<file path="src/rtl/cc_cap_pkg.sv">
package cc_cap_pkg;
  localparam int BYTE_W = 8;
  localparam int NBYTES = 2;
  localparam int PKT_W  = BYTE_W * NBYTES;
  localparam int CNT_W  = $clog2(PKT_W + 1);
  typedef enum logic [1:0] {ST_HUNT, ST_DATA, ST_DONE} cap_st_e;
endpackage

</file>
<file path="src/rtl/cc_line_gate.sv">
module cc_line_gate #(
  parameter int LINE_W   = 9,
  parameter int LINE_MIN = 17,
  parameter int LINE_MAX = 23,
  parameter int LINE_DEF = 21
) (
  input  logic              clk_i,
  input  logic              rst_ni,
  input  logic [LINE_W-1:0] line_num_i,
  input  logic [LINE_W-1:0] line_sel_i,
  input  logic              line_start_i,
  input  logic              line_end_i,
  output logic              win_o
);
  logic [LINE_W-1:0] eff_line;
  logic              sel_ok;

  assign sel_ok   = (line_sel_i >= LINE_W'(LINE_MIN)) && (line_sel_i <= LINE_W'(LINE_MAX));
  assign eff_line = sel_ok ? line_sel_i : LINE_W'(LINE_DEF);

  always_ff @(posedge clk_i or negedge rst_ni) begin
    if (!rst_ni)           win_o <= 1'b0;
    else if (line_end_i)   win_o <= 1'b0;
    else if (line_start_i) win_o <= (line_num_i == eff_line);
  end

  // window opens only on a line start
  a_r1_win_on_start: assert property (@(posedge clk_i) disable iff (!rst_ni)
    $rose(win_o) |-> $past(line_start_i));
endmodule

</file>
<file path="src/rtl/cc_bit_shifter.sv">
module cc_bit_shifter
  import cc_cap_pkg::*;
#(
  parameter int          START_W   = 3,
  parameter logic [2:0]  START_PAT = 3'b001
) (
  input  logic             clk_i,
  input  logic             rst_ni,
  input  logic             win_i,
  input  logic             line_start_i,
  input  logic             bit_i,
  input  logic             bit_stb_i,
  output logic [PKT_W-1:0] pkt_o,
  output logic             full_o
);
  cap_st_e            st_q;
  logic [START_W-1:0] hist_q, hist_nx;
  logic [CNT_W-1:0]   cnt_q;
  logic               take;

  assign take    = win_i && bit_stb_i;
  assign hist_nx = {hist_q[START_W-2:0], bit_i};
  assign full_o  = (st_q == ST_DONE);

  always_ff @(posedge clk_i or negedge rst_ni) begin
    if (!rst_ni) begin
      st_q   <= ST_HUNT;
      hist_q <= '1;
      cnt_q  <= '0;
      pkt_o  <= '0;
    end else if (line_start_i) begin
      st_q   <= ST_HUNT;
      hist_q <= '1;
      cnt_q  <= '0;
    end else if (take) begin
      unique case (st_q)
        ST_HUNT: begin
          hist_q <= hist_nx;
          if (hist_nx == START_PAT) begin
            st_q  <= ST_DATA;
            cnt_q <= '0;
          end
        end
        ST_DATA: begin
          pkt_o <= {bit_i, pkt_o[PKT_W-1:1]};
          cnt_q <= cnt_q + 1'b1;
          if (cnt_q == CNT_W'(PKT_W - 1)) st_q <= ST_DONE;
        end
        default: ;
      endcase
    end
  end

  // never more than PKT_W data bits
  a_r4_cnt_bound: assert property (@(posedge clk_i) disable iff (!rst_ni)
    cnt_q <= CNT_W'(PKT_W));
  // done is reachable only through the data phase
  a_r3_no_skip: assert property (@(posedge clk_i) disable iff (!rst_ni)
    (st_q == ST_HUNT) |=> (st_q != ST_DONE));
endmodule

</file>
<file path="src/rtl/cc_hold_regs.sv">
module cc_hold_regs
  import cc_cap_pkg::*;
(
  input  logic              clk_i,
  input  logic              rst_ni,
  input  logic              line_end_i,
  input  logic              win_i,
  input  logic              full_i,
  input  logic [PKT_W-1:0]  pkt_i,
  input  logic              rd_data2_i,
  input  logic              irq_ack_i,
  output logic [BYTE_W-1:0] data_o [NBYTES],
  output logic [NBYTES-1:0] perr_o,
  output logic              new_o,
  output logic              irq_o,
  output logic              pend_o
);
  logic fire, load;

  assign fire = line_end_i && win_i;
  assign load = fire && full_i;

  for (genvar g = 0; g < NBYTES; g++) begin : g_byte
    always_ff @(posedge clk_i or negedge rst_ni) begin
      if (!rst_ni) begin
        data_o[g] <= '0;
        perr_o[g] <= 1'b0;
      end else if (load) begin
        data_o[g] <= pkt_i[g*BYTE_W +: BYTE_W];
        perr_o[g] <= ~^pkt_i[g*BYTE_W +: BYTE_W];
      end
    end
    // registers hold unless a full packet is loaded
    a_r9_data_stable: assert property (@(posedge clk_i) disable iff (!rst_ni)
      !load |=> $stable(data_o[g]));
  end

  always_ff @(posedge clk_i or negedge rst_ni) begin
    if (!rst_ni) begin
      new_o  <= 1'b0;
      irq_o  <= 1'b0;
      pend_o <= 1'b0;
    end else begin
      irq_o <= fire;
      if (load)            new_o <= 1'b1;
      else if (rd_data2_i) new_o <= 1'b0;
      if (fire)            pend_o <= 1'b1;
      else if (irq_ack_i)  pend_o <= 1'b0;
    end
  end

  a_r7_irq_one_cycle: assert property (@(posedge clk_i) disable iff (!rst_ni)
    irq_o |=> !irq_o);
  a_r8_irq_sets_pend: assert property (@(posedge clk_i) disable iff (!rst_ni)
    irq_o |-> pend_o);
  a_r8_pend_sticky: assert property (@(posedge clk_i) disable iff (!rst_ni)
    (pend_o && !irq_ack_i) |=> pend_o);
  a_r6_new_with_irq: assert property (@(posedge clk_i) disable iff (!rst_ni)
    $rose(new_o) |-> irq_o);
endmodule

</file>
<file path="src/rtl/cc_byte_capture.sv">
module cc_byte_capture
  import cc_cap_pkg::*;
#(
  parameter int LINE_W = 9
) (
  input  logic              clk_i,
  input  logic              rst_ni,
  input  logic [LINE_W-1:0] line_num_i,
  input  logic [LINE_W-1:0] line_sel_i,
  input  logic              line_start_i,
  input  logic              line_end_i,
  input  logic              bit_i,
  input  logic              bit_stb_i,
  input  logic              rd_data2_i,
  input  logic              irq_ack_i,
  output logic [7:0]        data1_o,
  output logic [7:0]        data2_o,
  output logic              par_err1_o,
  output logic              par_err2_o,
  output logic              new_data_o,
  output logic              irq_o,
  output logic              irq_pend_o
);
  logic              win;
  logic              full;
  logic [PKT_W-1:0]  pkt;
  logic [BYTE_W-1:0] data [NBYTES];
  logic [NBYTES-1:0] perr;

  cc_line_gate #(.LINE_W(LINE_W)) u_gate (
    .clk_i, .rst_ni, .line_num_i, .line_sel_i, .line_start_i, .line_end_i,
    .win_o(win)
  );

  cc_bit_shifter u_shift (
    .clk_i, .rst_ni, .win_i(win), .line_start_i, .bit_i, .bit_stb_i,
    .pkt_o(pkt), .full_o(full)
  );

  cc_hold_regs u_hold (
    .clk_i, .rst_ni, .line_end_i, .win_i(win), .full_i(full), .pkt_i(pkt),
    .rd_data2_i, .irq_ack_i,
    .data_o(data), .perr_o(perr), .new_o(new_data_o), .irq_o(irq_o), .pend_o(irq_pend_o)
  );

  assign data1_o    = data[0];
  assign data2_o    = data[1];
  assign par_err1_o = perr[0];
  assign par_err2_o = perr[1];
endmodule

</file>
<file path="config.mk">
export PLATFORM = sky130hd
export DESIGN_NAME = cc_byte_capture
export DESIGN_NICKNAME = d
export VERILOG_FILES = /design/src/rtl/cc_cap_pkg.sv /design/src/rtl/cc_line_gate.sv /design/src/rtl/cc_bit_shifter.sv /design/src/rtl/cc_hold_regs.sv /design/src/rtl/cc_byte_capture.sv
export SDC_FILE = /design/constraint.sdc
export NUM_CORES = 1
export LEC_CHECK = 0
export ABC_CLOCK_PERIOD_IN_PS = 2260
export BUFFER_PORTS_ARGS = -buffer_cell sky130_fd_sc_hd__buf_2
export CAP_MARGIN = 0
export CORE_MARGIN = 4
export CORE_UTILIZATION = 53
export DETAILED_ROUTE_END_ITERATION = 8
export GPL_TIMING_DRIVEN = 1
export PLACE_DENSITY_LB_ADDON = 0.15
export RECOVER_POWER = 50
export SLEW_MARGIN = 20
export SYNTH_ARGS = -nofsm -noshare
export SYNTH_HDL_FRONTEND = slang
export SYNTH_SLANG_ARGS = --single-unit
</file>
<file path="constraint.sdc">
create_clock -name clk_i -period 2.26 [get_ports clk_i]
set_clock_uncertainty 0.2 [all_clocks]
set_input_delay 0.339 -clock clk_i [delete_from_list [all_inputs] [get_ports clk_i]]
set_output_delay 0.339 -clock clk_i [all_outputs]
set_load 0.05 [all_outputs]
</file>
; ---- After elaboration in Yosys (flattened, before gate mapping)
; Index checks and enable logic that the tools add are counted.
[op_classes]
add_sub_neg = 1
mul = 0
div = 0
order_cmp = 2
n_eq_ne = 7
shift = 0
n_mux = 19
bitwise_logic = 1
reduce_logical = 17
[op_table]
columns = cell, n
row1 = $reduce_xnor 8->1, 2
row2 = $mux 5, 3
row3 = $mux 2, 7
row4 = $pmux 5 s2, 1
row5 = $reduce_bool 2->1, 5
row6 = $eq 9x9->1, 1
row7 = $ge 9x5->1 const B, 1
row8 = $le 9x5->1 const B, 1
row9 = $mux 9, 1
row10 = $mux 1, 6
row11 = $ne 3x2->1 const B, 2
row12 = $reduce_and 3->1, 2
row13 = $add 5x1->5 const B, 1
row14 = $eq 5x4->1 const B, 1
row15 = $logic_and 1x1->1, 4
row16 = $pmux 2 s2, 1
row17 = $reduce_and 4->1, 1
row18 = $eq 3x1->1 const B, 1
row19 = $reduce_bool 3->1, 1
row20 = $eq 2x1->1 const B, 1
row21 = $eq 2x2->1 const B, 1
row22 = $logic_not 2->1, 1
row23 = $reduce_and 2->1, 1
row24 = $not 1->1, 1
[totals]
regBits = 47
latch_bits = 0
ram_bits = 0
rom_bits = 0
output_inout_bits = 21
wordCells = 59
n_memories = 0

; ---- Depth between registers and ports, before layout
; Gate-level depths: netlist (run 1).
[depth]
word_depth = 6
depth_mapped = 6
depth_no_buf = 6

; ---- Hierarchy
; From an unflattened synthesis (run 1), not the netlist that was laid out.
[unflattened]
hier_cells = 166
area_unflattened_um2 = 2298.5
[modules_own_cells]
columns = mod, n_inst, cells_each, area_per_inst_um2
row1 = cc_bit_shifter, 1, 80, 1142.3
row2 = cc_hold_regs, 1, 63, 964.7
row3 = cc_line_gate, 1, 23, 191.4

; ---- Least setup slack after synthesis (run 1)
; No wires, ideal clock.
[synth_timing]
path_type = in2reg
start = input port line_sel_i[3]
end = register u_gate.win_o
setup_ns = 0.077
t_arrival_ns = 1.542
required_ns = 1.983
path_slack_ns = 0.441
cell_stages = 5
path_buffers = 0
cell_sequence = or4_4 -> o41a_1 -> nor2_1 -> o211ai_1 -> a21oi_1
[synth_via]
elab_chain_len = 6
word_cells_on_any_way = 7
classes_between = order compare (2) / eq/ne (1) / mux (3) / reduce/logical (1)
[synth_rtl]
columns = item, line
row1 = from (decl), cc_byte_capture.sv:9  ; input logic [LINE_W-1:0] line_sel_i,
row2 = $ge 9x5->1 or $le 9x5->1 (tied branches), cc_line_gate.sv:18  ; assign sel_ok = (line_sel_i >= LINE_W'(LINE_MIN)) && (line_sel_i <= LINE_W'(LINE_MAX));
row3 = $logic_and 1x1->1, cc_line_gate.sv:18
row4 = $mux 9 *, cc_line_gate.sv:19  ; assign eff_line = sel_ok ? line_sel_i : LINE_W'(LINE_DEF);
row5 = $eq 9x9->1 *, cc_line_gate.sv:24  ; else if (line_start_i) win_o <= (line_num_i == eff_line);
row6 = $mux 1 *, cc_line_gate.sv:24
row7 = $mux 1 *, cc_line_gate.sv:23  ; else if (line_end_i) win_o <= 1'b0;
row8 = to (signal assigned), cc_line_gate.sv:24
row9 = to (decl), cc_line_gate.sv:13  ; output logic win_o
; Every way passes the cells marked *; elsewhere a longest branch is shown, timed or not. The select of a mux whose other input is x is not followed.
; A chain may end at the register's enable or synchronous reset.

; ---- Final worst setup path (run 1)
[layout_timing]
start = input port line_end_i
end = register u_hold.data_o[6] (netlist name)
[layout_via]
elab_chain_len = 2
[layout_rtl]
columns = item, line
row1 = from (decl), cc_byte_capture.sv:11  ; input logic line_end_i,
row2 = $logic_and 1x1->1, cc_hold_regs.sv:20  ; assign fire = line_end_i && win_i;
row3 = via u_hold.fire, cc_hold_regs.sv:18  ; logic fire, load;
row4 = $logic_and 1x1->1, cc_hold_regs.sv:21  ; assign load = fire && full_i;
row5 = "to (signal, indexed assignment)", cc_hold_regs.sv:29  ; data_o[g] <= pkt_i[g*BYTE_W +: BYTE_W];
row6 = to (decl), cc_hold_regs.sv:12  ; output logic [BYTE_W-1:0] data_o [NBYTES],
; The timed path passes the listed nets, and every way through them passes these cells.

==> results of run 1 <==
-- power by group --
part / switching, mW / internal [mW]
combinational: 0.0352 / 0.0274
clock: 0.254 / 0.240
sequential: 0.0000513 / 0.840
-- timing repair --
action                                 in CTS  in global routing
hold buffers                                2                  0
buffers inserted                            0                  0
endpoints found under the hold margin      46                  0
-- layout make-up --
class / instances / share of cell area
timing repair buffer: 52 / 0.1067
inverter: 6 / 0.009014
sequential: 47 / 0.4717
clock buffer: 6 / 0.03305
clock inverter: 1 / 0.002003
multi-input combinational: 107 / 0.3535
tap: 48 / 0.02404
-- how the worst min path moves through the flow --
stage	endpoint	slack [ns]
floorplan	u_gate.win_o	-0.16
global placement	u_hold.new_o	0.14
detailed placement	u_hold.data_o[15]	0.14
CTS	u_hold.new_o	0.04
global route	u_hold.new_o	0.05
finish	u_hold.new_o	0.05
-- placed cells by master (no fill, tap or decap), types with 3 or more instances in the layout --
cell / instances
sky130_fd_sc_hd__nor2_1: 6
sky130_fd_sc_hd__nor2b_1: 3
sky130_fd_sc_hd__o21ai_1: 3
sky130_fd_sc_hd__o21ai_0: 7
sky130_fd_sc_hd__nand2_1: 7
sky130_fd_sc_hd__dfrtp_1: 45
sky130_fd_sc_hd__inv_1: 6
sky130_fd_sc_hd__clkbuf_1: 9
sky130_fd_sc_hd__mux2_2: 32
sky130_fd_sc_hd__xnor2_1: 12
sky130_fd_sc_hd__nand3b_1: 4
sky130_fd_sc_hd__clkbuf_8: 6
sky130_fd_sc_hd__buf_2: 37
sky130_fd_sc_hd__buf_4: 3
-- flip-flops by register name, summed over array words and instances (netlist names) --
signal / cells
u_hold.irq_o: 1
u_hold.pend_o: 1
u_shift.cnt_q: 5
u_shift.st_q: 2
u_shift.hist_q: 2
u_hold.perr_o: 2
u_shift.pkt_o: 16
u_hold.data_o: 16
u_gate.win_o: 1
u_hold.new_o: 1
-- worst max-delay path, delay by kind of cell --
| kind | cells | cell delay [ns] |
|---|---|---|
| buffers and inverters | 3 | 0.92 |
| and+or+nand+nor | 2 | 0.29 |
| muxes | 1 | 0.38 |
-- cell families (layout without fill, tap and decap cells) --
group	Yosys count	in the layout	share of synthesized area
buf+inv	10	65	0.01909
mux	34	34	0.1814
simple gates	34	34	0.09308
fa+ha+maj	2	2	0.01193
xor+xnor	14	14	0.05847
compound gates	23	23	0.07399
flops	47	47	0.5621
-- metal layers --
layer / GRT usage / up-vias / wire length [microns]
li1: - / 690 / -
met1: 0.1896 / 704 / 1607
met2: 0.2904 / 46 / 1969
met3: 0.05398 / 8 / 234
met4: 0.07307 / 0 / 87
met5: 0 / - / 0
-- through the flow --
step | total power, mW | cells | setup WS (ns) | hold WS, ns
finish | 1.397 | 267 | 0.3059 | 0.04634
global route | 1.472 | 267 | 0.2341 | 0.04978
CTS | 1.428 | 267 | 0.3436 | 0.03915
global placement | 0.9180 | 258 | 0.3062 | 0.1354
detailed placement | 0.9220 | 258 | 0.2734 | 0.1354
floorplan | 0.8721 | 164 | 0.4407 | -0.1566
==> metrics.txt, run 1 <==
# TYPE chip_impl_metric gauge
chip_impl_info{name="outcome",value="complete, no violations"} 1
chip_impl_info{name="synth_most_common_cell",value="sky130_fd_sc_hd__dfrtp_1"} 1
chip_impl_metric{name="slew-limit-headroom",unit=""} 0.2544
chip_impl_metric{name="netlist_instances",unit=""} 164
chip_impl_metric{name="ir_worst_vdd",unit="mV"} 0.2949
chip_impl_metric{name="min_period_over_period",unit=""} 0.8647
chip_impl_info{name="criticalPathCategory",value="input port to flip-flop"} 1
chip_impl_metric{name="ratio_of_cells_with_drive_above_1_in_the_final_layout",unit=""} 0.3973
chip_impl_metric{name="synth.net_count",unit=""} 192
chip_impl_metric{name="vias_per_cell",unit=""} 5.423
chip_impl_metric{name="pin_count",unit=""} 47
chip_impl_metric{name="power-per-cell-area",unit="nW/um^2"} 559.3
chip_impl_metric{name="tightest_slew",unit="ns"} 1.118
chip_impl_metric{name="detail_route.wl_per_cell",unit="microns"} 14.60
chip_impl_metric{name="detail_route.first_pass.iterations",unit=""} 4
chip_impl_metric{name="cts.clk_slew.worst_paths",unit="ns"} 0.08
chip_impl_metric{name="initial_antenna_violation_count",unit=""} 0
chip_impl_metric{name="fmax",unit="MHz"} 511.7
chip_impl_metric{name="antenna_violating_nets_post_route",unit=""} 0
chip_impl_metric{name="worst-r2r-cell-count",unit=""} 5
chip_impl_metric{name="finalWorstPathRequiredPeriod",unit="ns"} 1.954
chip_impl_metric{name="gp_congestion",unit=""} 0.7257
chip_impl_metric{name="cts_htree_levels",unit=""} 2
chip_impl_metric{name="core",unit="sq um"} 3744
chip_impl_info{name="post_synth_main_area_contributors",value="sky130_fd_sc_hd__dfrtp_1 (54%), sky130_fd_sc_hd__mux2_2 (17%), sky130_fd_sc_hd__xnor2_1 (5.0%)"} 1
chip_impl_metric{name="r2r_slack",unit="ns"} 0.51
chip_impl_metric{name="multi_input_comb_area",unit="sq um"} 883.3
chip_impl_metric{name="detail_route.drc_violations",unit=""} 0
chip_impl_info{name="cts_tree",value="done"} 1
chip_impl_metric{name="synthArstFlopShare",unit=""} 1.000
chip_impl_metric{name="max-cap-violations",unit=""} 0
chip_impl_info{name="synth_top_area_cell",value="sky130_fd_sc_hd__dfrtp_1"} 1
chip_impl_metric{name="grt.total_usage",unit=""} 0.1680
chip_impl_metric{name="final-seq-area",unit="sq um"} 1179
chip_impl_metric{name="drt-total-wl",unit="mm"} 3.899
chip_impl_info{name="min-delay-path-class",value="input port to flip-flop"} 1
chip_impl_metric{name="area.growth.synth_to_final",unit="%"} 19.15
chip_impl_info{name="ys.flop_type",value="sky130_fd_sc_hd__dfrtp_1"} 1
chip_impl_info{name="reg2reg_to",value="u_shift.pkt_o[7]"} 1
chip_impl_metric{name="die_h",unit="microns"} 70.90
chip_impl_metric{name="synth-edff-count",unit=""} 0
chip_impl_metric{name="start_util",unit=""} 0.5602
chip_impl_metric{name="syn_area_per_cell",unit="sq um"} 12.79
chip_impl_metric{name="finish.net_count",unit=""} 247
chip_impl_metric{name="clkLatencyLatePin",unit="ns"} 0.29
chip_impl_metric{name="finish.instance_area",unit="sq um"} 2499
chip_impl_metric{name="grt.overflow.total",unit=""} 0
chip_impl_metric{name="report.final.slew_viol_count",unit=""} 0
chip_impl_metric{name="setup_total_negative_slack",unit="ns"} 0
chip_impl_info{name="clk_root_buffer_cell",value="sky130_fd_sc_hd__clkbuf_8"} 1
chip_impl_metric{name="clock_buffer_count_from_cts",unit=""} 5
chip_impl_info{name="critPathLaunch",value="line_end_i"} 1
chip_impl_metric{name="setup_violations",unit=""} 0
chip_impl_metric{name="first_iter_violations",unit=""} 77
chip_impl_metric{name="clockBufferDepth",unit=""} 2
chip_impl_metric{name="layout.filler_cells",unit=""} 306
chip_impl_metric{name="vias",unit=""} 1448
chip_impl_metric{name="synth-seq-area-share",unit=""} 0.5621
chip_impl_metric{name="required_worst_endpoint",unit="ns"} 2.23
chip_impl_metric{name="synthesis.area",unit="sq um"} 2097
chip_impl_metric{name="die_w",unit="microns"} 70.90
chip_impl_metric{name="grt_pass1_wl",unit="mm"} 6.686
chip_impl_metric{name="ys.warnings.count",unit=""} 0
chip_impl_metric{name="yosysUniqueCellTypes",unit=""} 37
chip_impl_metric{name="cts_num_sinks",unit=""} 47
chip_impl_metric{name="critPathMaxFanout",unit=""} 21
chip_impl_info{name="rsz0062_at_grt",value="false"} 1
chip_impl_metric{name="placementRows",unit=""} 22
chip_impl_metric{name="synth_top_area_share",unit=""} 0.5370
chip_impl_metric{name="p_leak",unit="nW"} 1.255
chip_impl_metric{name="grt_pass1_vias",unit=""} 1568
chip_impl_metric{name="cpPeakStageDelay",unit="ns"} 0.54
chip_impl_metric{name="ctsResizeCount",unit=""} 0
chip_impl_info{name="critical-path-slowest-cell",value="sky130_fd_sc_hd__dlygate4sd3_1"} 1
chip_impl_info{name="netlist_top_cells_count",value="sky130_fd_sc_hd__dfrtp_1 (45), sky130_fd_sc_hd__mux2_2 (32), sky130_fd_sc_hd__xnor2_1 (12), sky130_fd_sc_hd__nand2_1 (7), sky130_fd_sc_hd__o21ai_0 (7)"} 1
chip_impl_info{name="worstHoldStart",value="rd_data2_i"} 1
chip_impl_metric{name="yosys_register_bits",unit=""} 47
chip_impl_metric{name="antenna-diode-count",unit=""} 0
chip_impl_metric{name="detailed_place_hpwl",unit="mm"} 2.863
chip_impl_metric{name="placement.cell_area",unit="sq um"} 2417
chip_impl_info{name="cp-end-kind",value="flip-flop"} 1
chip_impl_metric{name="report.final.hold_viol_count",unit=""} 0
chip_impl_info{name="timing.critical_path.cells",value="dlygate4sd3_1 > clkbuf_1 > and2_0 > nand3b_1 > buf_4 > mux2_2"} 1
chip_impl_info{name="timing.critical_path.from_type",value="input port"} 1
chip_impl_info{name="timing.critical_path.to",value="u_hold.data_o[6]"} 1
chip_impl_metric{name="io_buffers",unit=""} 46
chip_impl_metric{name="die_area",unit="sq um"} 5027
chip_impl_metric{name="grt_start_max_net_pins",unit=""} 48
chip_impl_metric{name="worst_hold_path.num_cells",unit=""} 2
chip_impl_metric{name="finalCoreUtilization",unit=""} 0.6674
chip_impl_info{name="origin_of_the_critical_flop_to_flop_path",value="u_shift.st_q[1]"} 1
chip_impl_metric{name="worst-endpoint-arrival",unit="ns"} 1.93
Note: power is estimated with default switching activity, not from simulation.
==> run 2, diff against run 1 <==
- BUFFER_PORTS_ARGS: -buffer_cell sky130_fd_sc_hd__buf_2 -> -buffer_cell sky130_fd_sc_hd__buf_4
==> run 2 against run 1 <==
Effect of this change: via count grew 1.2%; first-iteration DRC count grew 25%; routed wire length is 4.3% higher; global-route usage increased by 0.58 points; sequential cell count stayed put; critical path depth is the same; non-clock buffer count down 1; cell count unchanged; worst hold slack got worse by 0.016 ns; utilization is 3.0 points higher; highest routed layer unchanged.
==> metrics.txt, run 2 (synthesis results as in run 1) <==
# TYPE chip_impl_metric gauge
chip_impl_metric{name="cpPeakStageDelay",unit="ns"} 0.54
chip_impl_metric{name="placement.cell_area",unit="sq um"} 2512
chip_impl_info{name="timing.critical_path.from_type",value="input port"} 1
chip_impl_metric{name="grt.overflow.total",unit=""} 0
chip_impl_info{name="layout.cells.most_common",value="sky130_fd_sc_hd__dfrtp_1"} 1
chip_impl_metric{name="clkLatencyLatePin",unit="ns"} 0.30
chip_impl_metric{name="intPower",unit="mW"} 1.208
chip_impl_info{name="cts_tree",value="done"} 1
chip_impl_metric{name="initial_antenna_violation_count",unit=""} 0
chip_impl_info{name="mostFrequentLayoutCells",value="sky130_fd_sc_hd__dfrtp_1 (45), sky130_fd_sc_hd__buf_4 (39), sky130_fd_sc_hd__mux2_2 (32)"} 1
chip_impl_metric{name="clock_buffer_count_from_cts",unit=""} 5
chip_impl_metric{name="finalWorstPathRequiredPeriod",unit="ns"} 1.955
chip_impl_metric{name="report.final.slew_viol_count",unit=""} 0
chip_impl_metric{name="p_switching",unit="uW"} 316.3
chip_impl_metric{name="core",unit="sq um"} 3744
chip_impl_metric{name="setup_violations",unit=""} 0
chip_impl_metric{name="final-seq-area",unit="sq um"} 1179
chip_impl_metric{name="worst-endpoint-arrival",unit="ns"} 1.94
chip_impl_info{name="cp-end-kind",value="flip-flop"} 1
chip_impl_metric{name="die_area",unit="sq um"} 5027
chip_impl_metric{name="power_frac_comb",unit=""} 0.049
chip_impl_metric{name="pin_count",unit=""} 47
chip_impl_metric{name="setup_total_negative_slack",unit="ns"} 0
chip_impl_metric{name="layout.filler_cells",unit=""} 290
chip_impl_metric{name="detailedPlace.worstSlack",unit="ns"} 0.2648
chip_impl_metric{name="slew-limit-headroom",unit=""} 0.2474
chip_impl_metric{name="io_buffers",unit=""} 46
chip_impl_info{name="outcome",value="complete, no violations"} 1
chip_impl_metric{name="post-cts-setup-buffer-count",unit=""} 0
chip_impl_info{name="origin_of_the_critical_flop_to_flop_path",value="u_shift.st_q[1]"} 1
chip_impl_metric{name="grt_start_max_net_pins",unit=""} 48
chip_impl_metric{name="gp_congestion",unit=""} 0.7117
chip_impl_info{name="timing.critical_path.max_delay_family",value="buffers and inverters"} 1
chip_impl_info{name="clk_root_buffer_cell",value="sky130_fd_sc_hd__clkbuf_8"} 1
chip_impl_metric{name="tightest_slew",unit="ns"} 1.129
chip_impl_metric{name="fmax",unit="MHz"} 511.4
chip_impl_metric{name="clockBufferDepth",unit=""} 2
chip_impl_metric{name="fin_cells",unit=""} 267
chip_impl_metric{name="detailed_place_hpwl",unit="mm"} 2.871
chip_impl_metric{name="multi_input_comb_area",unit="sq um"} 883.3
chip_impl_metric{name="ctsResizeCount",unit=""} 0
chip_impl_metric{name="start_util",unit=""} 0.5602
chip_impl_metric{name="grt_pass1_vias",unit=""} 1503
chip_impl_metric{name="postLayoutSetupSlackWorst",unit="ns"} 0.3046
chip_impl_metric{name="p_leak",unit="nW"} 1.284
chip_impl_metric{name="vias_per_cell",unit=""} 5.491
chip_impl_metric{name="critical_path.n_buffers_inverters",unit=""} 3
chip_impl_metric{name="report.final.hold_viol_count",unit=""} 0
chip_impl_metric{name="cts.clk_slew.worst_paths",unit="ns"} 0.08
chip_impl_metric{name="ir_worst_vdd",unit="mV"} 0.2729
chip_impl_metric{name="min_period_over_period",unit=""} 0.8652
chip_impl_metric{name="die_h",unit="microns"} 70.90
chip_impl_metric{name="finish.instance_area",unit="sq um"} 2613
chip_impl_metric{name="ratio_of_cells_with_drive_above_1_in_the_final_layout",unit=""} 0.4018
chip_impl_metric{name="detail_route.wl_per_cell",unit="microns"} 15.22
chip_impl_metric{name="required_worst_endpoint",unit="ns"} 2.24
chip_impl_info{name="largest_registers",value="u_hold.data_o: 16 flops, u_shift.pkt_o: 16 flops, u_shift.cnt_q: 5 flops"} 1
chip_impl_metric{name="place.detailed.instances",unit=""} 257
chip_impl_metric{name="power.clock.fraction",unit=""} 0.400
chip_impl_info{name="critPathLaunch",value="line_end_i"} 1
chip_impl_metric{name="power.share.sequential",unit=""} 0.551
chip_impl_metric{name="antenna-diode-count",unit=""} 0
chip_impl_metric{name="area.growth.synth_to_final",unit="%"} 24.58
chip_impl_metric{name="finalCoreUtilization",unit=""} 0.6979
chip_impl_metric{name="switching_share",unit=""} 0.2075
chip_impl_metric{name="detail_route.drc_violations",unit=""} 0
chip_impl_metric{name="grt.total_usage",unit=""} 0.1738
chip_impl_metric{name="cts_num_sinks",unit=""} 47
chip_impl_metric{name="placementRows",unit=""} 22
chip_impl_metric{name="die_w",unit="microns"} 70.90
chip_impl_metric{name="critPathMaxFanout",unit=""} 21
chip_impl_info{name="critical-path-slowest-cell",value="sky130_fd_sc_hd__dlygate4sd3_1"} 1
chip_impl_metric{name="cts_htree_levels",unit=""} 2
chip_impl_info{name="timing.critical_path.cells",value="dlygate4sd3_1 > clkbuf_4 > and2_0 > nand3b_1 > buf_4 > mux2_2"} 1
chip_impl_metric{name="power-per-cell-area",unit="nW/um^2"} 583.6
chip_impl_info{name="worstHoldStart",value="rd_data2_i"} 1
chip_impl_metric{name="finish.net_count",unit=""} 246
chip_impl_metric{name="detail_route.first_pass.iterations",unit=""} 4
chip_impl_metric{name="max-cap-violations",unit=""} 0
chip_impl_metric{name="first_iter_violations",unit=""} 96
chip_impl_info{name="min-delay-path-class",value="input port to flip-flop"} 1
chip_impl_info{name="rsz0062_at_grt",value="false"} 1
chip_impl_metric{name="grt_pass1_wl",unit="mm"} 6.906
chip_impl_info{name="criticalPathCategory",value="input port to flip-flop"} 1
chip_impl_metric{name="p_total",unit="mW"} 1.525
chip_impl_metric{name="drt-total-wl",unit="mm"} 4.065
chip_impl_metric{name="antenna_violating_nets_post_route",unit=""} 0
chip_impl_metric{name="cts_hold_repair.buffers",unit=""} 2
chip_impl_metric{name="vias",unit=""} 1466
chip_impl_metric{name="worst_hold_slack",unit="ns"} 0.03061
run 2: final cells by class:
cell class / instances / area share
Timing Repair Buffer: 51 / 0.1360
Clock buffer: 5 / 0.02634
Tap cell: 48 / 0.02299
Sequential cell: 47 / 0.4511
Multi-Input combinational cell: 107 / 0.3381
Inverter: 6 / 0.008621
Clock inverter: 3 / 0.01676
run 2: worst register-to-register path, cell delays in order (launching register included):
cell	delay (ns)
sky130_fd_sc_hd__dfrtp_1	0.38
sky130_fd_sc_hd__inv_1	0.11
sky130_fd_sc_hd__nand3_1	0.15
sky130_fd_sc_hd__nor3_2	0.22
sky130_fd_sc_hd__buf_4	0.24
sky130_fd_sc_hd__mux2_2	0.35
run 2: final timing paths:
kind                                           to  slack, ns  depth (start not counted)
worst max register to register  u_shift.pkt_o[12]       0.49                          5
worst max-delay path             u_hold.data_o[3]       0.30                          6
min in group asynchronous        u_hold.data_o[0]       0.58                          2
worst min register to register   u_shift.cnt_q[3]       0.29                          1
max in group asynchronous           u_hold.pend_o       0.59                          2
worst min-delay path                 u_hold.new_o       0.03                          2
run 2: metal layers:
| layer | GRT usage | up-vias | wire length (microns) |
|---|---|---|---|
| met1 | 0.2113 | 716 | 1646 |
| met4 | 0.06681 | 0 | 63 |
| met3 | 0.05398 | 9 | 272 |
| met5 | 0 | - | 0 |
| met2 | 0.2894 | 55 | 2082 |
| li1 | - | 686 | - |
run 2: power by group through the flow:
stage	logic (mW)	registers (mW)	clock network [mW]
floorplan	0.0146	0.857	0
global placement	0.0687	0.857	0
detailed placement	0.0730	0.857	0
CTS	0.0759	0.840	0.623
global route	0.0836	0.841	0.671
finish	0.0742	0.840	0.610
